## config.mk

```make
export PLATFORM = sky130hd
export DESIGN_NAME = smb_regbank_tgt
export DESIGN_NICKNAME = d
export VERILOG_FILES = /design/src/rtl/smb_pkg.sv /design/src/rtl/smb_sync.sv /design/src/rtl/smb_regfile.sv /design/src/rtl/smb_engine.sv /design/src/rtl/smb_regbank_tgt.sv
export SDC_FILE = /design/constraint.sdc
export NUM_CORES = 1
export LEC_CHECK = 0
export BUFFER_PORTS_ARGS = -buffer_cell sky130_fd_sc_hd__buf_2
export CAP_MARGIN = 0
export CELL_PAD_IN_SITES_DETAIL_PLACEMENT = 1
export CELL_PAD_IN_SITES_GLOBAL_PLACEMENT = 1
export CORE_MARGIN = 2
export CORE_UTILIZATION = 41
export CTS_BUF_LIST = sky130_fd_sc_hd__clkbuf_4
export DETAILED_ROUTE_END_ITERATION = 10
export HOLD_SLACK_MARGIN = 0.15
export PLACE_DENSITY = 0.84
export SYNTH_ARGS = -nofsm -noshare
export SYNTH_HDL_FRONTEND = slang
export SYNTH_SLANG_ARGS = --single-unit
```

## constraint.sdc

```tcl
create_clock -name clk -period 7.4 [get_ports clk]
set_clock_uncertainty 0.1 [all_clocks]
set_input_delay 1.11 -clock clk [delete_from_list [all_inputs] [get_ports clk]]
set_output_delay 1.11 -clock clk [all_outputs]
set_load 0.02 [all_outputs]
```

## src/rtl/smb_pkg.sv

```systemverilog
package smb_pkg;
  typedef enum logic [2:0] {
    ST_IDLE,
    ST_RX,
    ST_RX_END,
    ST_RX_ACK,
    ST_TX,
    ST_TX_ACK
  } smb_state_e;

  typedef enum logic [1:0] {
    RL_ADDR,
    RL_INDEX,
    RL_COUNT,
    RL_DATA
  } smb_role_e;
endpackage

```

## src/rtl/smb_sync.sv

```systemverilog
module smb_sync (
  input  logic clk,
  input  logic rst_n,
  input  logic scl_i,
  input  logic sda_i,
  output logic scl_s,
  output logic sda_s,
  output logic scl_rise,
  output logic scl_fall,
  output logic start_det,
  output logic stop_det
);
  logic [1:0] scl_ff, sda_ff;
  logic       scl_p, sda_p;

  // two-flop synchronizers plus one history stage; bus idles high
  always_ff @(posedge clk or negedge rst_n) begin
    if (!rst_n) begin
      scl_ff <= 2'b11;
      sda_ff <= 2'b11;
      scl_p  <= 1'b1;
      sda_p  <= 1'b1;
    end else begin
      scl_ff <= {scl_ff[0], scl_i};
      sda_ff <= {sda_ff[0], sda_i};
      scl_p  <= scl_ff[1];
      sda_p  <= sda_ff[1];
    end
  end

  assign scl_s     = scl_ff[1];
  assign sda_s     = sda_ff[1];
  assign scl_rise  = scl_s & ~scl_p;
  assign scl_fall  = ~scl_s & scl_p;
  assign start_det = scl_s & scl_p & sda_p & ~sda_s;
  assign stop_det  = scl_s & scl_p & ~sda_p & sda_s;
endmodule

```

## src/rtl/smb_regfile.sv

```systemverilog
module smb_regfile #(
  parameter int          NUM_REGS  = 24,
  parameter int          RSVD_IDX  = 14,
  parameter logic [7:0]  RSVD_MASK = 8'h3F
) (
  input  logic                  clk,
  input  logic                  rst_n,
  input  logic                  wr_en,
  input  logic [7:0]            wr_idx,
  input  logic [7:0]            wr_data,
  input  logic [7:0]            rd_idx,
  output logic [7:0]            rd_data,
  output logic [NUM_REGS*8-1:0] bank
);
  for (genvar i = 0; i < NUM_REGS; i++) begin : g_reg
    localparam logic [7:0] MASK = (i == RSVD_IDX) ? RSVD_MASK : 8'hFF;
    logic [7:0] q;
    logic       hit;
    assign hit = wr_en && (wr_idx == 8'(i));
    always_ff @(posedge clk or negedge rst_n) begin
      if (!rst_n)   q <= '0;
      else if (hit) q <= wr_data & MASK;
    end
    assign bank[i*8 +: 8] = q;
  end

  // out-of-range indices read as zero
  always_comb begin
    rd_data = '0;
    for (int i = 0; i < NUM_REGS; i++) begin
      if (rd_idx == 8'(i)) rd_data = bank[i*8 +: 8];
    end
  end
endmodule

```

## src/rtl/smb_engine.sv

```systemverilog
module smb_engine
  import smb_pkg::*;
#(
  parameter int         NUM_REGS = 24,
  parameter logic [6:0] DEV_ADDR = 7'h69
) (
  input  logic       clk,
  input  logic       rst_n,
  input  logic       sda_s,
  input  logic       scl_rise,
  input  logic       scl_fall,
  input  logic       start_det,
  input  logic       stop_det,
  input  logic [7:0] rd_data,
  output logic [7:0] idx,
  output logic       wr_en,
  output logic [7:0] wr_data,
  output logic       sda_oe
);
  localparam logic [7:0] WR_BYTE = {DEV_ADDR, 1'b0};
  localparam logic [7:0] RD_BYTE = {DEV_ADDR, 1'b1};
  localparam logic [7:0] NUM8    = 8'(NUM_REGS);

  smb_state_e st_q, st_d;
  smb_role_e  role_q, role_d;
  logic [2:0] bit_q, bit_d;
  logic [7:0] sh_q, sh_d;
  logic [7:0] idx_q, idx_d;
  logic [7:0] cnt_q, cnt_d;
  logic       ack_q, ack_d;
  logic       tx_q, tx_d;
  logic       hack_q, hack_d;
  logic [7:0] rx_byte;
  logic [7:0] remain;

  assign rx_byte = {sh_q[6:0], sda_s};
  assign remain  = (idx_q < NUM8) ? (NUM8 - idx_q) : 8'h00;

  always_comb begin
    st_d   = st_q;
    role_d = role_q;
    bit_d  = bit_q;
    sh_d   = sh_q;
    idx_d  = idx_q;
    cnt_d  = cnt_q;
    ack_d  = ack_q;
    tx_d   = tx_q;
    hack_d = hack_q;
    wr_en  = 1'b0;
    if (stop_det) begin
      st_d = ST_IDLE;
    end else if (start_det) begin
      st_d   = ST_RX;
      role_d = RL_ADDR;
      bit_d  = '0;
    end else begin
      case (st_q)
        ST_RX: if (scl_rise) begin
          sh_d = rx_byte;
          if (bit_q == 3'd7) begin
            st_d  = ST_RX_END;
            ack_d = 1'b1;
            case (role_q)
              RL_ADDR: begin
                if (rx_byte == WR_BYTE) begin
                  tx_d   = 1'b0;
                  role_d = RL_INDEX;
                end else if (rx_byte == RD_BYTE) begin
                  tx_d = 1'b1;
                end else begin
                  ack_d = 1'b0;
                end
              end
              RL_INDEX: begin
                idx_d  = rx_byte;
                role_d = RL_COUNT;
              end
              RL_COUNT: begin
                cnt_d  = rx_byte;
                role_d = RL_DATA;
              end
              default: begin
                if (cnt_q != 8'h00) begin
                  wr_en = 1'b1;
                  idx_d = idx_q + 8'd1;
                  cnt_d = cnt_q - 8'd1;
                end else begin
                  ack_d = 1'b0;
                end
              end
            endcase
          end else begin
            bit_d = bit_q + 3'd1;
          end
        end
        ST_RX_END: if (scl_fall) begin
          st_d = ack_q ? ST_RX_ACK : ST_IDLE;
        end
        ST_RX_ACK: if (scl_fall) begin
          bit_d = '0;
          if (tx_q) begin
            st_d = ST_TX;
            sh_d = remain;
          end else begin
            st_d = ST_RX;
          end
        end
        ST_TX: if (scl_fall) begin
          if (bit_q == 3'd7) begin
            st_d   = ST_TX_ACK;
            hack_d = 1'b0;
          end else begin
            bit_d = bit_q + 3'd1;
            sh_d  = {sh_q[6:0], 1'b0};
          end
        end
        ST_TX_ACK: begin
          if (scl_rise) hack_d = ~sda_s;
          if (scl_fall) begin
            if (hack_q) begin
              st_d  = ST_TX;
              bit_d = '0;
              sh_d  = rd_data;
              idx_d = idx_q + 8'd1;
            end else begin
              st_d = ST_IDLE;
            end
          end
        end
        default: ;
      endcase
    end
  end

  always_ff @(posedge clk or negedge rst_n) begin
    if (!rst_n) begin
      st_q   <= ST_IDLE;
      role_q <= RL_ADDR;
      bit_q  <= '0;
      sh_q   <= '0;
      idx_q  <= '0;
      cnt_q  <= '0;
      ack_q  <= 1'b0;
      tx_q   <= 1'b0;
      hack_q <= 1'b0;
    end else begin
      st_q   <= st_d;
      role_q <= role_d;
      bit_q  <= bit_d;
      sh_q   <= sh_d;
      idx_q  <= idx_d;
      cnt_q  <= cnt_d;
      ack_q  <= ack_d;
      tx_q   <= tx_d;
      hack_q <= hack_d;
    end
  end

  assign idx     = idx_q;
  assign wr_data = rx_byte;
  assign sda_oe  = (st_q == ST_RX_ACK) || ((st_q == ST_TX) && !sh_q[7]);
endmodule

```

## src/rtl/smb_regbank_tgt.sv

```systemverilog
module smb_regbank_tgt #(
  parameter int         NUM_REGS  = 24,
  parameter logic [6:0] DEV_ADDR  = 7'h69,
  parameter int         SS_LO_IDX = 13,
  parameter int         DIV_IDX   = 15
) (
  input  logic                  clk,
  input  logic                  rst_n,
  input  logic                  scl_i,
  input  logic                  sda_i,
  output logic                  sda_oe,
  output logic [NUM_REGS*8-1:0] cfg_bank,
  output logic [13:0]           spread_code,
  output logic [3:0]            ddr_div_sel,
  output logic [3:0]            cpu_div_sel
);
  localparam int SS_HI_IDX = SS_LO_IDX + 1;

  logic [1:0] rst_ff;
  logic       rst_sync_n;
  logic       scl_s, sda_s, scl_rise, scl_fall, start_det, stop_det;
  logic [7:0] idx, wr_data, rd_data;
  logic       wr_en;

  // asynchronous assert, synchronous release
  always_ff @(posedge clk or negedge rst_n) begin
    if (!rst_n) rst_ff <= 2'b00;
    else        rst_ff <= {rst_ff[0], 1'b1};
  end
  assign rst_sync_n = rst_ff[1];

  smb_sync i_sync (
    .clk(clk), .rst_n(rst_sync_n), .scl_i(scl_i), .sda_i(sda_i),
    .scl_s(scl_s), .sda_s(sda_s), .scl_rise(scl_rise), .scl_fall(scl_fall),
    .start_det(start_det), .stop_det(stop_det)
  );

  smb_engine #(.NUM_REGS(NUM_REGS), .DEV_ADDR(DEV_ADDR)) i_engine (
    .clk(clk), .rst_n(rst_sync_n), .sda_s(sda_s), .scl_rise(scl_rise),
    .scl_fall(scl_fall), .start_det(start_det), .stop_det(stop_det),
    .rd_data(rd_data), .idx(idx), .wr_en(wr_en), .wr_data(wr_data),
    .sda_oe(sda_oe)
  );

  smb_regfile #(.NUM_REGS(NUM_REGS), .RSVD_IDX(SS_HI_IDX), .RSVD_MASK(8'h3F)) i_regs (
    .clk(clk), .rst_n(rst_sync_n), .wr_en(wr_en), .wr_idx(idx),
    .wr_data(wr_data), .rd_idx(idx), .rd_data(rd_data), .bank(cfg_bank)
  );

  assign spread_code = {cfg_bank[SS_HI_IDX*8 +: 6], cfg_bank[SS_LO_IDX*8 +: 8]};
  assign ddr_div_sel = cfg_bank[DIV_IDX*8+4 +: 4];
  assign cpu_div_sel = cfg_bank[DIV_IDX*8 +: 4];
endmodule

```

## After elaboration in Yosys (flattened, before gate mapping)

Index checks and enable logic that the tools add are counted.

| storage, ports and cells | value |
|---|---|
| register bits after elaboration | 233 |
| latch bits | 0 |
| memory bits (writable) | 0 |
| bits in read-only memories | 0 |
| input bits | 4 |
| output and inout port bits | 215 |
| logic and storage cells | 254 |
| memories kept | 0 |

| operators by class | value |
|---|---|
| add/subtract/negate cells | 4 |
| multiply operators | 0 |
| div/mod/pow operators | 0 |
| magnitude comparators | 1 |
| equality and inequality tests | 58 |
| shift-type cells | 0 |
| muxes and demuxes | 85 |
| bitwise logic cells | 14 |
| reduce and logical (&&, ||, !) cells | 54 |

Operators by type and width:

| kind | number |
|---|---|
| 2-to-1 mux 8 bit | 38 |
| == test 8 x 4 -> 1 bit (second input constant) | 8 |
| == test 8 x 5 -> 1 bit (second input constant) | 8 |
| 2-to-1 mux 3 bit | 18 |
| one-hot mux 8 bit (2 select lines) | 3 |
| == test 8 x 3 -> 1 bit (second input constant) | 4 |
| one-hot mux 8 bit (4 select lines) | 1 |
| inequality test 4 x 1 -> 1 bit (second input constant) | 7 |
| logical AND 1 bit | 25 |
| inequality test 3 x 1 -> 1 bit (second input constant) | 7 |
| AND reduction 7 bit | 3 |
| inequality test 2 x 1 -> 1 bit (second input constant) | 9 |
| == test 8 x 2 -> 1 bit (second input constant) | 2 |
| == test 8 bit (second input constant) | 2 |
| one-hot mux 3 bit (5 select lines) | 1 |
| 2-to-1 mux 1 bit | 14 |
| nonzero test 2 bit | 7 |
| 2-to-1 mux 2 bit | 6 |
| one-hot mux 3 bit (4 select lines) | 1 |
| AND reduction 6 bit | 2 |
| AND reduction 10 bit | 1 |
| == test 3 bit (second input constant) | 3 |
| AND reduction 9 bit | 1 |
| adder 8 x 1 -> 8 bit (second input constant) | 1 |
| 26 further kinds | 44 |

## Depth between registers and ports, before layout

Gate-level depths: netlist of run 1.

| logic depth | value |
|---|---|
| depth after elaboration | 28 |
| gate-level depth with buffers | 11 |
| depth with buffers taken out | 9 |

## By module

A second synthesis of run 1 with hierarchy kept.

| unflattened totals | value |
|---|---|
| cells, all modules | 1106 |
| area, all modules | 12667.1 um2 |

Modules (own cells, without submodules):

| module | instances | cells an instance | area each (um2) | sequential area each (um2) |
|---|---|---|---|---|
| smb_regfile | 1 | 759 | 9509.1 | 4754.6 |
| smb_engine | 1 | 312 | 2748.9 | 875.8 |
| smb_regbank_tgt | 1 | 25 | 219.0 | 50.0 |
| smb_sync | 1 | 10 | 190.2 | 157.7 |

## Worst setup path before layout of run 1

No wires, ideal clock.

| timing | value |
|---|---|
| path type | register to register |
| from | register i_engine.idx_q[0] (netlist: i_engine.idx[0]) |
| to | register i_engine.sh_q[3] |
| library setup time | 0.126 ns |
| arrival time | 2.336 ns |
| data required time | 7.174 ns |
| path slack | 4.838 ns |
| cell stages (with the launch flop) | 10 |
| path buffers | 1 |
| period minus slack after synthesis | 2.562 ns |
| path through | dfrtp_1 -> inv_1 -> ha_1 -> clkinv_1 -> clkbuf_1 -> o211ai_1 -> a211oi_1 -> a2111oi_0 -> a2111oi_2 -> o32a_1 |

| between the ends | value |
|---|---|
| cells in the longest elaborated chain, start to end | 28 |
| elaborated cells between the ends (all ways) | 56 |
| classes of those cells | add/sub: 1; order compare: 1; eq/ne: 23; mux: 30; reduce/logical: 1 |

Ends and longest elaborated chain:

| what | line | text |
|---|---|---|
| start: declaration | smb_engine.sv:28 | `logic [7:0] idx_q, idx_d;` |
| start signal: assignment | smb_engine.sv:151 | `idx_q <= idx_d;` |
| logical NOT 8 bit | smb_regfile.sv:31 | `if (rd_idx == 8'(i)) rd_data = bank[i*8 +: 8];` |
| 2-to-1 mux 8 bit (24 in a row) | smb_regfile.sv:31 |  |
| 2-to-1 mux 8 bit | smb_engine.sv:120 | `if (hack_q) begin` |
| 2-to-1 mux 8 bit | smb_engine.sv:119 | `if (scl_fall) begin` |
| one-hot mux 8 bit (4 select lines) (*) | smb_engine.sv:57 | `case (st_q)` |
| end signal: assignment | smb_engine.sv:140 | `sh_q <= '0;` |
| end signal: assignment | smb_engine.sv:150 | `sh_q <= sh_d;` |
| end: declaration | smb_engine.sv:27 | `logic [7:0] sh_q, sh_d;` |

Every way passes the cells marked *; elsewhere a longest branch is shown, timed or not. The select of a mux whose other input is x is not followed.
A chain may end at the register's enable or synchronous reset.

## Worst setup path in the final report of run 1

| timing | value |
|---|---|
| from | register i_engine.idx_q[0] (netlist: i_engine.idx[0]) |
| to | register i_engine.sh_q[7] |

The elaborated chain is that of the path after synthesis.

==> qor.txt, run 1 <==
num rows: 63
Post-layout nets: 1,403
Die W: 178 µm
Sw Ratio: 30.3%
clock-pin slew on the worst setup and hold paths: 0.07 ns
total setup buffers inserted after CTS: 0
simple-gate share of the synthesized area: 14.3%
overall global routing resource usage: 30.9%
Final Slew Violations: 0
Crit Path Class: reg -> reg
worst path cell trace: ha_1, buf_4, inv_1, nor2_2, a22o_1, o311a_1, a2111oi_0, o31a_1, o211ai_1
crit end category: register
mean area per synthesized cell: 10.5 µm²
clock root buffer: clkbuf_4
Pleak: 7.28 nW
type of origin of the critical path: register
Placed Area: 13,600 µm²
Logic pwr share: 9.9%
cell family with most CP delay: compound AO/OA/AOI/OAI gates
DR DRC count: 0
Num Clock Sinks: 233
total gr overflow: 0
Synth Warn #: 0
sequential element share of the synthesized area: 47.2%
distinct cell type count after synthesis: 80
Sw Pwr: 0.000847 W
Final TNS setup: 0 ns
EDFF count, synth: 0
Adder-Cell Fraction of Synth Area: 1.31%
DR iter-0 viols: 1,110
internal power: 0.00194 W
starting density of the core: 41.7%
dominant cells by area after synthesis: dfrtp_1 (46%), mux2_2 (15%), o21ai_0 (3.1%), nand2_1 (3.0%), a21oi_1 (2.4%)
H-tree depth: 3
Tmin final: 3.81 ns
IO buf count: 216
Final period util: 51.6%
Via Count: 11,300
antenna violations before repair: 3
ys flop type: dfrtp_1
cell area after synthesis: 12,400 µm²
post-DP HPWL: 34,100 µm
Num CTS Buffers: 66
Hold Crit Class: reg -> async
power per cell area: 193 nW/µm²
post-cts sizing count: 0
CP max FO: 25
clock share of power: 42.4%
Req. time, crit path: 7.86 ns
largest family of logic cells by synthesized area: compound AO/OA/AOI/OAI gates
Synth Instances: 1,182
drt total wl: 48,800 µm
Max Cap Violations: 0
Worst path max stage delay: 0.81 ns
synthesized-area fraction occupied by ao, oa, aoi and oai cells: 16.4%
RSZ-0062 raised after global routing: false
DIE AREA: 31,600 µm²
buffer and inverter count on the worst path: 2
CTS tree: done
first-pass GRT wire length: 73,000 µm
max_slew headroom: 28.3%
Critical Path AT: 4.28 ns
final instance area: 14,400 µm²
worst hold margin: 0.205 ns
highest-delay cell along the critical path: a2111oi_0
maximum vdd drop: 0.154 mV
status: finished, final reports clean
post-synthesis mux area share: 15.9%
R2R Setup Slk: 3.59 ns
fmax: 0.262 GHz
vias in the first global route: 11,700
Core Footprint: 29,700 µm²
largest net degree at the start of global routing: 197
Max Root-Sink Buffers: 3
Yosys top cell by area: dfrtp_1
fin util: 48.6%
r2r startpoint: i_engine.idx[0]$_DFFE_PN0P_
Die Span Y: 178 µm
Boundary Pins: 219
Clock Latency Late Sink: 0.70 ns
endpoints failing setup: 0
ratio of cells with drive above 1 in the final layout: 38.7%
Yosys reg bits: 233
Sequential Power Share: 47.7%
Synth top area share: 45.9%
Async SR Flop Fraction: 100%
GP Congestion: 0.979
slew of the pin with the lowest slew margin: 1.08 ns
Routed WL per cell: 26.7 µm
critical path startpoint: i_engine.idx[0]$_DFFE_PN0P_
Final ANT Viol Nets: 0
First-pass DRT Iterations: 7
vias per inst: 6.18
P&R area growth vs syn: 16.6%
final hold vios: 0
post-synthesis xor/xnor area fraction: 0.212%
## through the flow
| step | total power, W | cells | worst slack [ns] |
|---|---|---|---|
| floorplan | 0.00150 | 1183 | 0.337 |
| global placement | 0.00161 | 1707 | 3.79 |
| detailed placement | 0.00162 | 1707 | 3.80 |
| CTS | 0.00281 | 1825 | 3.80 |
| global route | 0.00290 | 1826 | 3.54 |
| finish | 0.00279 | 1826 | 3.59 |
## flip-flops by register name, summed over array words and instances (netlist names)
name,flops
i_engine.ack_q,1
i_engine.bit_q,3
i_engine.cnt_q,8
i_engine.hack_q,1
i_engine.idx,8
i_engine.role_q,2
i_engine.sh_q,8
i_engine.st_q,3
i_engine.tx_q,1
i_regs.g.q,190
i_sync.scl_ff,2
i_sync.scl_p,1
i_sync.sda_ff,2
i_sync.sda_p,1
rst_ff,2
## logic make-up (layout without fill, tap and decap cells)
kind of cell	after synthesis	after routing
simple gates	331	331
fa+ha+maj	13	13
xor+xnor	3	3
mux	175	175
flops	233	233
compound gates	302	302
other cells	2	4
buf+inv	123	375
## area by class of cell
class / instances / area, µm²
Fill cell: 3343 / 15300
Inverter: 23 / 86.3
Antenna cell: 1 / 2.50
Multi-Input combinational cell: 827 / 5970
Clock buffer: 87 / 653
Timing Repair Buffer: 235 / 1240
Clock inverter: 30 / 158
Tap cell: 390 / 488
Sequential cell: 233 / 5840
## what timing repair did
item                                   4_1_cts  5_1_grt
setup endpoints to repair                    0        0
endpoints found under the hold margin        2        0
hold buffers                                 1        0
## final timing paths
kind / to / cells past startpoint
max: i_engine.sh_q[7]$_DFFE_PN0P_ / 9
min: i_regs.g_reg[9].q[3]$_DFFE_PN0P_ / 0
max in group asynchronous: i_engine.hack_q$_DFFE_PN0P_ / 1
min reg2reg: i_regs.g_reg[9].q[3]$_DFFE_PN0P_ / 0
min in group clk: i_sync.scl_ff[1]$_DFF_PN1_ / 0
max reg2reg: i_engine.sh_q[7]$_DFFE_PN0P_ / 9
## synthesized netlist by cell type, types with 7 or more instances
master and count:
a221oi_1 10, a211oi_1 12, dfrtp_1 227, nand2_2 12
nand2_1 99, mux2_2 169, clkbuf_1 59, o31ai_1 7
nor2b_1 11, a31oi_1 17, o211ai_1 14, ha_1 13
o21ai_0 77, nor2_1 65, o22ai_1 7, buf_2 11
inv_1 20, o22a_1 11, nor3_2 8, or3_1 8
nand3_1 31, o221ai_1 8, buf_4 24, nand4_1 7
a21oi_1 60, nand3b_1 7, a22oi_1 11, nor3_1 18
nand2b_1 13
## power by group through the flow
stage / sequential [W] / clock, W / combinational [W]
floorplan: 0.00135 / 0 / 0.000148
global placement: 0.00135 / 0 / 0.000260
detailed placement: 0.00135 / 0 / 0.000268
CTS: 0.00133 / 0.00121 / 0.000271
global route: 0.00133 / 0.00128 / 0.000292
finish: 0.00133 / 0.00118 / 0.000277
## layer usage
metal  vias up  global-route usage [%]  wire length [µm]  share of wire (%)
met5         -                       0                 0                  0
met2       653                    48.6             22600                 46
met4         0                    16.6              2630                5.4
met3       178                    6.30              3880                7.9
met1      5673                    40.1             19700                 40
li1       4787                       -                 -                  -
## cell usage in the layout (no fill, tap or decap), types with 18 or more instances in the layout
cell type  netlist  final
o21ai_0         77     77
nor2_1          65     65
nand3_1         31     31
nor3_1          18     18
inv_1           20     20
buf_2           11    216
nand2_1         99     99
mux2_2         169    169
a21oi_1         60     60
dfrtp_1        227    226
clkinv_1         3     25
clkbuf_4         0     87
## worst register-to-register path, cell delays in order, from the launching register on
cell and delay [ns]:
dfrtp_1 0.46, ha_1 0.23, buf_4 0.23, inv_1 0.64, nor2_2 0.26, a22o_1 0.30
o311a_1 0.31, a2111oi_0 0.81, o31a_1 0.27, o211ai_1 0.09
(Power assumes the default switching activity.)
==> inputs of run 2 (changes only) <==
Settings changed: ABC_AREA from default to 1, CORE_UTILIZATION 41 to 42, PLACE_DENSITY 0.84 to 0.87.
Clock period 7.4 ns to 3.66 ns, I/O delays scaled along.
==> run 2 against run 1 <==
Sequential power up 110%. Core utilization grew 2.4 points. Critical path depth rose by 22. Area after synthesis shrank 5.2%. Fmax up 8.1%. Flip-flop and latch count is the same. Wire length is 13% lower. Sequential share of layout area is 0.98 points higher. Non-clock buffer count increased by 20. Synthesized cell count up 28%. Global-route usage fell by 2.0 points. Register-to-register slack worse by 3.5 ns. Critical path type unchanged.
==> qor.txt, run 2 <==
drt total wl: 42,700 µm
ys flop type: dfrtp_1
EDFF count, synth: 0
First-pass DRT Iterations: 7
distinct cell type count after synthesis: 41
Filler Cells Inserted: 3,533
highest-delay cell along the critical path: dfrtp_1
Critical Path AT: 3.95 ns
CTS tree: done
type of origin of the critical path: register
Yosys top cell by area: dfrtp_1
fmax: 0.283 GHz
antenna violations before repair: 1
Final period util: 96.4%
Synth Instances: 1,518
power per cell area: 517 nW/µm²
DIE AREA: 29,300 µm²
post-DP HPWL: 29,800 µm
crit end category: register
Async SR Flop Fraction: 100%
Max Cap Violations: 0
max_slew headroom: 43.8%
Yosys reg bits: 233
DR iter-0 viols: 901
vias in the first global route: 11,900
IO buf count: 216
most frequent cells after synthesis: nand2_1 (511), o21ai_0 (254), dfrtp_1 (227), inv_1 (118), nor2_1 (72)
largest net degree at the start of global routing: 64
Final Slew Violations: 0
maximum vdd drop: 0.317 mV
Hold Crit Class: reg -> reg
Final ANT Viol Nets: 0
Num CTS Buffers: 66
slew of the pin with the lowest slew margin: 0.844 ns
DR DRC count: 0
CP max FO: 6
overall global routing resource usage: 28.9%
Die Span Y: 171 µm
Routed WL per cell: 19.6 µm
Post-layout nets: 1,774
Worst path max stage delay: 0.39 ns
starting density of the core: 42.5%
Pleak: 7.56 nW
Num Clock Sinks: 233
endpoints failing setup: 0
Via Count: 11,700
Die W: 171 µm
Core Footprint: 27,600 µm²
total gr overflow: 0
Synth Warn #: 0
Max Root-Sink Buffers: 3
ratio of cells with drive above 1 in the final layout: 22.6%
dominant cells by area after synthesis: dfrtp_1 (48%), nand2_1 (16%), o21ai_0 (11%), inv_1 (3.8%), a21oi_1 (2.6%)
most used cell, CP: nand2_1
GP Congestion: 0.906
Crit Path Class: reg -> reg
H-tree depth: 3
num rows: 61
final hold vios: 0
Placed Area: 13,100 µm²
commonest non-fill, non-tap cell in the layout: nand2_1
mean area per synthesized cell: 7.73 µm²
vias per inst: 5.38
Tmin final: 3.53 ns
fin util: 51.0%
Top reg by flops: i_regs.g.q
number of flip-flops in the largest register: 190
Boundary Pins: 219
most frequent cells in the layout: nand2_1 (509), o21ai_0 (254), dfrtp_1 (226)
most common cell in the synthesized netlist: nand2_1
first-pass GRT wire length: 65,500 µm
Synth top area share: 48.4%
P&R area growth vs syn: 20.1%
Req. time, crit path: 4.09 ns
sequential element share of the synthesized area: 49.7%
Clock Latency Late Sink: 0.66 ns
Final Total Pwr: 0.00729 W
status: finished, final reports clean
clock-pin slew on the worst setup and hold paths: 0.06 ns
clock root buffer: clkbuf_4
Final TNS setup: 0 ns
final instance area: 14,100 µm²
cell area after synthesis: 11,700 µm²
## run 2: layer usage
layer  track usage [%]  wire (µm)
met1              36.4      17600
met2              48.3      20600
met3              4.86       2410
met4              14.1       1950
met5                 0          0
## run 2: worst max-delay path, delay by kind of cell, from the launching register on
kind | cells | cell delay, ns
compound gates | 4 | 0.55
fa+ha+maj | 1 | 0.22
buf+inv | 2 | 0.22
flops | 1 | 0.39
simple gates | 24 | 1.91
## run 2: path summary, 6_finish.rpt
kind / start / to / slack [ns] / depth (start not counted)
worst max-delay path: i_engine.idx[1]$_DFFE_PN0P_ / i_engine.sh_q[0]$_DFFE_PN0P_ / 0.13 / 31
worst min-delay path: rst_ff[0]$_DFF_PN0_ / rst_ff[1]$_DFF_PN0_ / 0.25 / 0
worst max register to register: i_engine.idx[1]$_DFFE_PN0P_ / i_engine.sh_q[0]$_DFFE_PN0P_ / 0.13 / 31
worst min register to register: rst_ff[0]$_DFF_PN0_ / rst_ff[1]$_DFF_PN0_ / 0.25 / 0
max in group asynchronous: rst_ff[1]$_DFF_PN0_ / i_regs.g_reg[8].q[3]$_DFFE_PN0P_ / 2.09 / 1
min in group asynchronous: rst_ff[1]$_DFF_PN0_ / i_regs.g_reg[2].q[3]$_DFFE_PN0P_ / 0.33 / 0
## run 2: cell families after synthesis
logic type | Yosys count | share of synthesized area, %
adders and majority gates | 13 | 1.39
buffers and inverters | 216 | 7.93
and+or+nand+nor | 683 | 23.9
AOI/OAI and AO/OA | 367 | 16.7
other | 2 | 0.0640
xor gates and xnor gates | 4 | 0.299
DFF | 233 | 49.7
## run 2: repair_timing
item / 4_1_cts / 5_1_grt
resized for setup: 0 / 13
buffers inserted: 0 / 6
hold endpoints to repair: 4 / 0
hold buffers: 4 / 0
setup endpoints to repair: 0 / 7
## run 2: layout make-up
class / instances / area [µm²] / share of cell area [%]
Tap cell: 378 / 473 / 3.36
Timing Repair Buffer: 255 / 1410 / 10.0
Clock buffer: 95 / 713 / 5.06
Sequential cell: 233 / 5840 / 41.5
Inverter: 131 / 492 / 3.49
Clock inverter: 18 / 146 / 1.04
Multi-Input combinational cell: 1070 / 5010 / 35.6
Antenna cell: 1 / 2.50 / 0.0178
## run 2: power breakdown
group	total, W	internal, W	leakage, nW	switching [W]
Clock	0.00251	0.00140	0.511	0.00111
Combinational	0.00199	0.000546	3.84	0.00145
Sequential	0.00278	0.00266	3.21	0.000120
Total	0.00729	0.00461	7.56	0.00268
## run 2: per-stage QoR
stage / hold slack [ns] / instances / worst slack, ns
floorplan: 0.153 / 1519 / 0.983
global placement: 0.235 / 2057 / 0.200
detailed placement: 0.239 / 2057 / 0.0929
finish: 0.249 / 2181 / 0.131
global route: 0.262 / 2181 / -0.146
CTS: 0.253 / 2174 / 0.0294
